File: config.mk
export PLATFORM = sky130hd
export DESIGN_NAME = wsg_top
export DESIGN_NICKNAME = d
export VERILOG_FILES = /design/src/rtl/wsg_pkg.sv /design/src/rtl/wsg_cfg_reg.sv /design/src/rtl/wsg_field_sel.sv /design/src/rtl/wsg_fsm.sv /design/src/rtl/wsg_top.sv
export SDC_FILE = /design/constraint.sdc
export NUM_CORES = 1
export LEC_CHECK = 0
export ABC_AREA = 0
export CAP_MARGIN = 20
export CORE_AREA = 2 2 50 52
export CTS_CLUSTER_DIAMETER = 40
export DETAILED_ROUTE_END_ITERATION = 8
export DIE_AREA = 0 0 52 54
export PLACE_DENSITY = 0.7
export RECOVER_POWER = 25
export REMOVE_ABC_BUFFERS = 1
export SYNTH_ARGS = -nofsm -noshare
export SYNTH_HDL_FRONTEND = slang
export SYNTH_SLANG_ARGS = --single-unit
File: constraint.sdc
create_clock -name clk -period 1.3 [get_ports clk]
set_input_delay 0.26 -clock clk [delete_from_list [all_inputs] [get_ports clk]]
set_output_delay 0.26 -clock clk [all_outputs]
set_load 0.03 [all_outputs]
File: src/rtl/wsg_pkg.sv
package wsg_pkg;

    // Sequencer states of the wait-state generator.
    typedef enum logic [1:0] {
        WS_IDLE    = 2'd0,
        WS_COUNT   = 2'd1,
        WS_HANDOFF = 2'd2
    } wsg_state_e;

endpackage

File: src/rtl/wsg_cfg_reg.sv
module wsg_cfg_reg #(
    parameter int CFG_W = 12
) (
    input  logic             clk,
    input  logic             rst,
    input  logic             wr_en_i,
    input  logic [CFG_W-1:0] wr_data_i,
    output logic [CFG_W-1:0] cfg_o
);

    logic [CFG_W-1:0] cfg_q;

    always_ff @(posedge clk) begin
        if (rst) begin
            cfg_q <= '1;
        end else if (wr_en_i) begin
            cfg_q <= wr_data_i;
        end
    end

    assign cfg_o = cfg_q;


    write_load_chk: assert property (@(posedge clk) disable iff (rst)
        wr_en_i |=> (cfg_o == $past(wr_data_i)));

endmodule

File: src/rtl/wsg_field_sel.sv
module wsg_field_sel #(
    parameter int CNT_W      = 3,
    parameter int NUM_SPACES = 4,
    localparam int SEL_W     = (NUM_SPACES > 1) ? $clog2(NUM_SPACES) : 1,
    localparam int CFG_W     = CNT_W * NUM_SPACES
) (
    input  logic [CFG_W-1:0] cfg_i,
    input  logic [SEL_W-1:0] sel_i,
    output logic [CNT_W-1:0] wait_o
);

    logic [CNT_W-1:0] field [NUM_SPACES];

    // Field g of the word sits at bits [g*CNT_W +: CNT_W].
    for (genvar g = 0; g < NUM_SPACES; g++) begin : g_unpack
        assign field[g] = cfg_i[g*CNT_W +: CNT_W];
    end

    assign wait_o = field[sel_i];

endmodule

File: src/rtl/wsg_fsm.sv
module wsg_fsm
    import wsg_pkg::*;
#(
    parameter int CNT_W = 3
) (
    input  logic             clk,
    input  logic             rst,
    input  logic             start_i,
    input  logic [CNT_W-1:0] wait_i,
    input  logic             ext_ready_i,
    output logic             ready_o
);

    wsg_state_e       state_q, state_d;
    logic [CNT_W-1:0] cnt_q, cnt_d;

    // State register
    always_ff @(posedge clk) begin
        if (rst) begin
            state_q <= WS_IDLE;
        end else begin
            state_q <= state_d;
        end
    end

    // Remaining programmed wait count
    always_ff @(posedge clk) begin
        if (rst) begin
            cnt_q <= '0;
        end else begin
            cnt_q <= cnt_d;
        end
    end

    // Transitions
    always_comb begin
        state_d = state_q;
        cnt_d   = cnt_q;
        unique case (state_q)
            WS_IDLE: begin
                if (start_i) begin
                    cnt_d   = wait_i;
                    state_d = (wait_i == '0) ? WS_HANDOFF : WS_COUNT;
                end
            end
            WS_COUNT: begin
                cnt_d = cnt_q - 1'b1;
                if (cnt_q == CNT_W'(1)) begin
                    state_d = WS_HANDOFF;
                end
            end
            WS_HANDOFF: begin
                if (ext_ready_i) begin
                    state_d = WS_IDLE;
                end
            end
            default: state_d = WS_IDLE;
        endcase
    end

    // Outputs
    always_comb begin
        unique case (state_q)
            WS_IDLE:    ready_o = 1'b1;
            WS_COUNT:   ready_o = 1'b0;
            WS_HANDOFF: ready_o = ext_ready_i;
            default:    ready_o = 1'b1;
        endcase
    end


    load_on_start_chk: assert property (@(posedge clk) disable iff (rst)
        (state_q == WS_IDLE && start_i && wait_i != '0)
        |=> (state_q == WS_COUNT && cnt_q == $past(wait_i)));


    count_step_chk: assert property (@(posedge clk) disable iff (rst)
        (state_q == WS_COUNT && cnt_q > CNT_W'(1))
        |=> (state_q == WS_COUNT && cnt_q == $past(cnt_q) - 1'b1));


    count_nonzero_chk: assert property (@(posedge clk) disable iff (rst)
        (state_q == WS_COUNT) |-> (cnt_q != '0));


    stretch_hold_chk: assert property (@(posedge clk) disable iff (rst)
        (state_q == WS_HANDOFF && !ext_ready_i) |=> (state_q == WS_HANDOFF));

endmodule

File: src/rtl/wsg_top.sv
module wsg_top #(
    parameter int CNT_W      = 3,
    parameter int NUM_SPACES = 4,
    localparam int SEL_W     = (NUM_SPACES > 1) ? $clog2(NUM_SPACES) : 1,
    localparam int CFG_W     = CNT_W * NUM_SPACES
) (
    input  logic             clk,
    input  logic             rst,
    input  logic             access_start,
    input  logic [SEL_W-1:0] space_sel,
    input  logic             ext_ready,
    input  logic             wr_en,
    input  logic [CFG_W-1:0] wr_data,
    output logic             bus_ready,
    output logic [CFG_W-1:0] cfg_rdata
);

    logic [CFG_W-1:0] cfg;
    logic [CNT_W-1:0] sel_wait;

    wsg_cfg_reg #(.CFG_W(CFG_W)) u_cfg (
        .clk      (clk),
        .rst      (rst),
        .wr_en_i  (wr_en),
        .wr_data_i(wr_data),
        .cfg_o    (cfg)
    );

    wsg_field_sel #(.CNT_W(CNT_W), .NUM_SPACES(NUM_SPACES)) u_sel (
        .cfg_i (cfg),
        .sel_i (space_sel),
        .wait_o(sel_wait)
    );

    wsg_fsm #(.CNT_W(CNT_W)) u_fsm (
        .clk        (clk),
        .rst        (rst),
        .start_i    (access_start),
        .wait_i     (sel_wait),
        .ext_ready_i(ext_ready),
        .ready_o    (bus_ready)
    );

    assign cfg_rdata = cfg;

endmodule

Word level (Yosys, flattened, before mapping)
Cells that the tools add are included.
- output and inout bits: 13
- register bits: 17
- word-level logic and storage cells: 28
- bits of input ports: 19
- reduce and logical (&&, ||, !) cells: 5
- add/subtract/negate cells: 1
- $lt $le $gt $ge: 1
- multiplexer cells: 11
- bitwise operators: 1
- equality and inequality tests: 6
- operators by type and width (kind ; number):
    $mux W3 ; 3
    $mux W2 ; 4
    $bmux W3 S2 ; 1
    $pmux W2 S3 ; 1
    $pmux W3 S2 ; 1
    $ne A2 B2 Y1 const B ; 2
    $eq A3 B1 Y1 const B ; 1
    $ge A3 B3 Y1 const B ; 1
    $logic_not A3 Y1 ; 1
    $not A2 Y3 ; 1
    $reduce_and A3 Y1 ; 1
    $sub A3 B1 Y3 const B ; 1
    $eq A2 B1 Y1 const B ; 1
    $eq A2 B2 Y1 const B ; 1
    $logic_not A2 Y1 ; 1
    $ne A2 B1 Y1 const B ; 1
    $pmux W1 S2 ; 1
    $reduce_and A2 Y1 ; 1
    $reduce_bool A2 Y1 ; 1

Logic depth before layout (Yosys ltp)
Gate-level depths: netlist of run 1.
- depth after elaboration: 8
- gate-level depth with buffers: 5
- mapped depth without buffers: 5

By module
From an unflattened synthesis of run 1, not the netlist that was laid out.
- cell total of the unflattened synthesis: 79
- area, all modules: 859.6 sq um
- by module, submodules not included (module ; cells each ; times used ; area each (sq um) ; sequential area each (sq um)):
    wsg_cfg_reg ; 39 ; 1 ; 456.7 ; 240.2
    wsg_fsm ; 37 ; 1 ; 324.1 ; 100.1
    wsg_field_sel ; 3 ; 1 ; 78.8 ; 0.0

Least setup slack after synthesis of run 1
Ideal clock, no wire load.
- path kind: register to register
- start point: register u_cfg.cfg_q[10] (netlist: u_cfg.cfg_o[10])
- end point: register u_fsm.state_q[1]
- period minus slack after synthesis: 1.332 ns
- library setup time: 0.057 ns
- buffers on the path: 0
- arrival time: 1.275 ns
- required time: 1.243 ns
- path slack: -0.032 ns
- stages on the path, launching flop included: 4
- cell sequence: dfxtp_1 mux4_2 o31ai_1 a21o_1
- longest elaborated chain between the ends: 7
- ends and longest elaborated chain (what ; line ; RTL):
    start: declaration ; wsg_cfg_reg.sv:11 ; logic [CFG_W-1:0] cfg_q;
    start signal: assignment ; wsg_cfg_reg.sv:17 ; cfg_q <= wr_data_i;
    $bmux W3 S2 ; wsg_field_sel.sv:19 ; assign wait_o = field[sel_i];
    $mux W3 (not written as such) (2 in series) ; wsg_field_sel.sv:19 ;
    $logic_not A3 Y1 ; wsg_fsm.sv:43 ; state_d = (wait_i == '0) ? WS_HANDOFF : WS_COUNT;
    $mux W2 ; wsg_fsm.sv:43 ;
    $mux W2 ; wsg_fsm.sv:41 ; if (start_i) begin
    $pmux W2 S3 ; wsg_fsm.sv:39 ; unique case (state_q)
    end signal: assignment ; wsg_fsm.sv:22 ; state_q <= state_d;
    end: declaration ; wsg_fsm.sv:14 ; wsg_state_e state_q, state_d;
No other way between the ends. The select of a mux whose other input is x is not followed.
A chain may end at the register's enable or synchronous reset.

Worst setup path in the final report of run 1
- start point: register u_fsm.state_q[1]
- end point: output bus_ready
- longest elaborated chain between the ends: 2
- elaborated cells between the ends (all ways): 3
- those cells by class: eq/ne: 2; mux: 1
- ends and longest elaborated chain (what ; line ; RTL):
    $eq A2 B2 Y1 / $eq A2 B1 Y1 (equally long branches) ; wsg_fsm.sv:63 ; unique case (state_q)
    $pmux W1 S2 * ; wsg_fsm.sv:63 ;
    end: declaration ; wsg_top.sv:14 ; output logic bus_ready,
Mark *: on every way between the ends. The rest lies on a longest branch, timed or not.

==> flow_summary.json, run 1 <==
{
  "ioPinCount": 32,
  "period_needed_ns": 1.30,
  "min_path_cells": 4,
  "layout_common_cells": "17 x buf_4, 15 x clkdlybuf4s50_1, 12 x nor2b_1, 12 x a211o_1, 12 x dfxtp_1",
  "syn_area_per_cell_sq_um": 10.3,
  "overflow": 0,
  "track_usage_pct": 16.0,
  "ant_nets": 0,
  "max-cap-violations": 0,
  "hold_end": "u_fsm.state_q[1]",
  "clock.fmax_ghz": 0.770,
  "whs_ns": 0.527,
  "clock-root-buffer": "clkbuf_4",
  "worst_pin_slew_ns": 0.404,
  "drive_gt1_share_pct": 35.5,
  "utilization_pct": 55.2,
  "worst_ep_required_time_ns": 1.04,
  "synth.distinct_cells": 27,
  "via_per_inst": 5.08,
  "synth_area_sq_um": 838,
  "drt_iter0_markers": 9,
  "dieArea_sq_um": 2810,
  "layoutNonFillerInstCount": 154,
  "status": "complete, no violations",
  "vias": 783,
  "slew_headroom_pct": 73.1,
  "clkTransAtPathRegs_ns": 0.10,
  "synth_edf_count": 0,
  "rows": 18,
  "worstSkewPairLatency_ns": 0.28,
  "cts_tree": "built",
  "ys_async_sr_fraction_pct": 0,
  "first_pass_iters": 4,
  "p_leak_uw": 0.000530,
  "start_util_pct": 36.1,
  "crit_type": "reg -> out",
  "r2r_slack_ns": 0.01,
  "final_nets": 146,
  "route.detailed.drc": 0,
  "finalInstanceArea_sq_um": 1280,
  "drt-total-wl_microns": 2060,
  "synth_area_leaders": "dfxtp_1 41%, a211o_1 13%, nor2b_1 9.7%",
  "grt_max_degree": 25,
  "fin_skew_ns": 0.00201,
  "num_antenna_cells": 0,
  "place_inst": 146,
  "core-area_sq_um": 2320,
  "yosysTopAreaCellShare_pct": 40.6,
  "ys_seq_area_share_pct": 40.6,
  "die_w_microns": 52,
  "grt_setup_unrepaired": "true",
  "slew_violations": 0,
  "yosysTopAreaCell": "dfxtp_1",
  "ir_drop_mv": 0.737,
  "final_common_cell": "buf_4",
  "postSynthCellCount": 81,
  "area_growth_pct": 52.7,
  "p_per_area_nw_per_um2": 1090,
  "start_kind": "register",
  "hp-class": "in -> reg",
  "clock_sinks": 17,
  "wl_per_cell_microns": 13.4,
  "port_buffers": 31,
  "ys_ff_latch": 17,
  "worstPathMaxFanout": 3,
  "endpoint_kind": "output port",
  "reg2reg_from": "u_cfg.cfg_o[10]",
  "worstHoldStart": "ext_ready",
  "htreeDepth": 1,
  "antenna_found_initial": 0,
  "arrival_ns": 1.04,
  "hpwl_microns": 1510,
  "cts_buffers": 3,
  "die_h_microns": 54,
  "yosys_warnings": 0,
  "grt_pass1_vias": 795,
  "period_share_pct": 100,
  "grt_pass1_wl_microns": 3350,
  "place_area_sq_um": 1230,
  "rr_endpoint": "u_fsm.state_q[1]",
  "synthFlopType": "dfxtp_1",
  "place_congestion": 0.803,
  "reg2reg_depth": 3,
  "setup_viol": 0,
  "hold_viol": 0,
  "cts_buffer_depth": 2
}
timing repair:
action,4_1_cts,5_1_grt
gates cloned,0,0
hold buffers,0,0
setup buffers,4,0
endpoints found under the setup margin,11,7
gates resized for setup,23,8
pin swaps,1,1
stage by stage:
stage	total power [uW]	setup WS, ns	setup TNS [ns]
2_1_floorplan	867	-0.0320	-0.0320
3_3_place_gp	1080	-0.495	-2.28
3_5_place_dp	1090	-0.557	-2.76
4_1_cts	1410	-0.00151	-0.00295
5_1_grt	1470	-0.0519	-0.0868
6_report	1390	0.000629	0
cells by family after synthesis:
family / count (synthesis) / share of synthesized area [%]
AO/OA/AOI/OAI: 23 / 23.3
adder cells (fa/ha/maj): 2 / 2.98
buffers and inverters: 8 / 5.07
flip-flops: 17 / 40.6
multiplexers: 3 / 8.06
AND/OR/NAND/NOR: 28 / 20.0
report_power, final:
part	switching (uW)	internal, uW	total (uW)	leakage, uW
Combinational	229	262	491	0.000373
Clock	158	119	277	0.0000150
Sequential	44.1	580	624	0.000142
synthesized netlist by cell type (all sizes together) (2+ instances only):
cell type and number:
ha 2, nand2b 2, dfxtp 17, a211o 12
nor2b 13, o31ai 2, nand3b 3, mux4 3
nor3 2, a21oi 2, buf 3, inv 3
nor2 4, clkbuf 2
worst max-delay path by stage:
stage                  endpoint             start  slack, ns  cells past startpoint
3_5_place_dp   u_fsm.state_q[1]      space_sel[1]      -0.56                      4
4_1_cts           cfg_rdata[11]   u_cfg.cfg_o[11]     -0.002                      1
5_1_grt               bus_ready  u_fsm.state_q[1]      -0.05                      4
6_report              bus_ready  u_fsm.state_q[1]     0.0006                      4
3_3_place_gp   u_fsm.state_q[1]      space_sel[1]      -0.49                      4
2_1_floorplan  u_fsm.state_q[1]   u_cfg.cfg_o[10]      -0.03                      3
state kept, by name, summed over array words and instances, names as in the netlist:
name / cells
u_fsm.state_q: 2
u_cfg.cfg_o: 12
u_fsm.cnt_q: 3
area by class of cell:
class | count | area (sq um)
Clock buffer | 4 | 26.3
Fill cell | 208 | 1040
Inverter | 3 | 11.3
Multi-Input combinational cell | 56 | 474
Sequential cell | 17 | 347
Tap cell | 30 | 37.5
Timing Repair Buffer | 44 | 384
metal layers:
metal	global-route usage, %	vias to the layer above	wire length [microns]	part of all wire, %
li1	-	387	-	-
met1	17.8	367	880	43
met2	30.0	27	1050	51
met3	3.61	2	115	5.6
met4	5.26	0	14	0.68
met5	0	-	0	0
critical path: stages (launching register included):
cell and delay (ns):
dfxtp_2 0.36, buf_6 0.11, nor2b_4 0.04, a21oi_2 0.11
buf_6 0.14
Note: power is estimated with default switching activity, not from simulation.
==> run 2: changes to the inputs <==
CORE_AREA = 2 2 48 50   (was 2 2 50 52)
DIE_AREA = 0 0 50 52   (was 0 0 52 54)
PLACE_DENSITY = 0.73   (was 0.7)
clock period = 1.2 ns   (was 1.3 ns; I/O delays follow)
==> flow_summary.json, run 2 (synthesis gave the netlist of run 1 again) <==
{
  "grt_setup_unrepaired": "true",
  "ir_drop_mv": 0.825,
  "drt-total-wl_microns": 2340,
  "pwr-share-clk_pct": 19.1,
  "register_area_sq_um": 348,
  "slew_violations": 0,
  "crit_chain": "buf_6 > nor2b_4 > a21oi_2 > buf_6",
  "place_area_sq_um": 1320,
  "violations": "setup timing",
  "worstSkewPairLatency_ns": 0.29,
  "drt_iter0_markers": 14,
  "clock.fmax_ghz": 0.737,
  "worst_pin_slew_ns": 0.246,
  "dp_slack_ns": -0.635,
  "place_inst": 160,
  "final_common_cell": "buf_4",
  "hp-class": "in -> reg",
  "max-cap-violations": 0,
  "clock-root-buffer": "clkbuf_4",
  "p_seq_share_pct": 41.4,
  "crit_type": "reg -> out",
  "fin_skew_ns": 0.00778,
  "antenna_found_initial": 0,
  "crit_path_frequent_cell": "buf_6",
  "worstHoldStart": "wr_data[6]",
  "endpoint_kind": "output port",
  "worstPathMaxFanout": 3,
  "p_leak_uw": 0.000604,
  "critPathMaxStageDelay_ns": 0.35,
  "finalInstanceArea_sq_um": 1410,
  "hpwl_microns": 1770,
  "die_h_microns": 52,
  "drive_gt1_share_pct": 47.1,
  "cp-startpoint": "u_fsm.state_q[0]",
  "first_pass_iters": 4,
  "wl_per_cell_microns": 14.1,
  "layout_common_cells": "37 x buf_4, 16 x clkdlybuf4s50_1, 12 x nor2b_1, 12 x a211o_1, 11 x dfxtp_1",
  "period_share_pct": 113,
  "power_switching_uw": 518,
  "hold_viol": 0,
  "multi_input_area_sq_um": 507,
  "port_buffers": 31,
  "rows": 17,
  "combPwrFrac_pct": 39.5,
  "ioPinCount": 32,
  "internal-power_uw": 1090,
  "swShare_pct": 32.2,
  "vias": 846,
  "critical_path.top_delay_family": "flip-flops",
  "via_per_inst": 5.10,
  "slew_headroom_pct": 83.4,
  "status": "finished, violations left",
  "track_usage_pct": 19.8,
  "layoutNonFillerInstCount": 166,
  "start_kind": "register",
  "start_util_pct": 39.8,
  "cts_buffer_depth": 2,
  "cts_tree": "built",
  "route.detailed.drc": 0,
  "num_antenna_cells": 0,
  "fin_ws_ns": -0.157,
  "htreeDepth": 1,
  "grt_pass1_vias": 919,
  "largest_reg_flops": 12,
  "core-area_sq_um": 2110,
  "p_per_area_nw_per_um2": 1140,
  "die_w_microns": 50,
  "cts_buffers": 3,
  "place_congestion": 0.859,
  "clkTransAtPathRegs_ns": 0.11,
  "slowest_stage": "dfxtp_2",
  "period_needed_ns": 1.36,
  "area_growth_pct": 68.7,
  "setup_viol": 5,
  "ant_nets": 0,
  "worst_ep_required_time_ns": 0.96,
  "nFillCells": 174,
  "reg2reg_from": "u_cfg.cfg_o[10]",
  "utilization_pct": 67.1,
  "path_buf_inv": 2,
  "dieArea_sq_um": 2600,
  "arrival_ns": 1.12,
  "final_nets": 160,
  "grt_max_degree": 25,
  "overflow": 0,
  "clock_sinks": 17,
  "grt_pass1_wl_microns": 3890,
  "cts_hold_buf": 0
}
-- run 2: cell types whose count changed in the layout (fill, tap and decap cells not counted), moves of 2 or more --
cell,delta
nor2_2,+2
nor2_1,-2
buf_4,+20
clkbuf_2,-4
-- run 2: metal layers --
layer  global-route usage [%]  routed length, microns  vias up
met2                     38.8                    1290       30
li1                         -                       -      416
met4                     6.94                      22        0
met1                     21.4                     899      396
met3                     2.87                     126        4
met5                        0                       0        -
-- run 2: what timing repair did --
action                     4_1_cts  5_1_grt
cloned                           0        0
hold endpoints to repair         0        0
pin swaps                        3        3
resized for setup               13        9
setup endpoints to repair        6        8
buffers inserted                 2        0
-- run 2: cell type report --
| class | instances | share of cell area, % |
|---|---|---|
| inverter | 3 | 0.796 |
| timing repair buffer | 58 | 34.3 |
| sequential | 17 | 24.6 |
| clock buffer | 3 | 1.59 |
| clock inverter | 1 | 0.354 |
| tap | 28 | 2.48 |
| multi-input combinational | 56 | 35.8 |
-- run 2: worst paths after layout --
check                     endpoint  slack (ns)  cells past startpoint
setup / recovery         bus_ready       -0.16                      4
hold reg to reg     u_fsm.cnt_q[0]        0.54                      2
hold / removal      u_cfg.cfg_o[6]        0.53                      2
setup reg to reg  u_fsm.state_q[1]       -0.13                      3
-- run 2: per-stage QoR --
step	setup TNS [ns]	total power, uW	hold WS, ns
2_1_floorplan	-0.440	939	0.316
3_3_place_gp	-3.67	1220	0.527
3_5_place_dp	-4.13	1240	0.533
4_1_cts	-0.441	1600	0.525
5_1_grt	-0.820	1710	0.527
6_report	-0.581	1610	0.532
-- run 2: power by group through the flow --
stage / Combinational, uW / Sequential (uW) / Clock, uW
floorplan: 204 / 735 / 0
global placement: 547 / 670 / 0
detailed placement: 567 / 673 / 0
CTS: 615 / 664 / 318
global route: 688 / 674 / 346
finish: 636 / 667 / 309
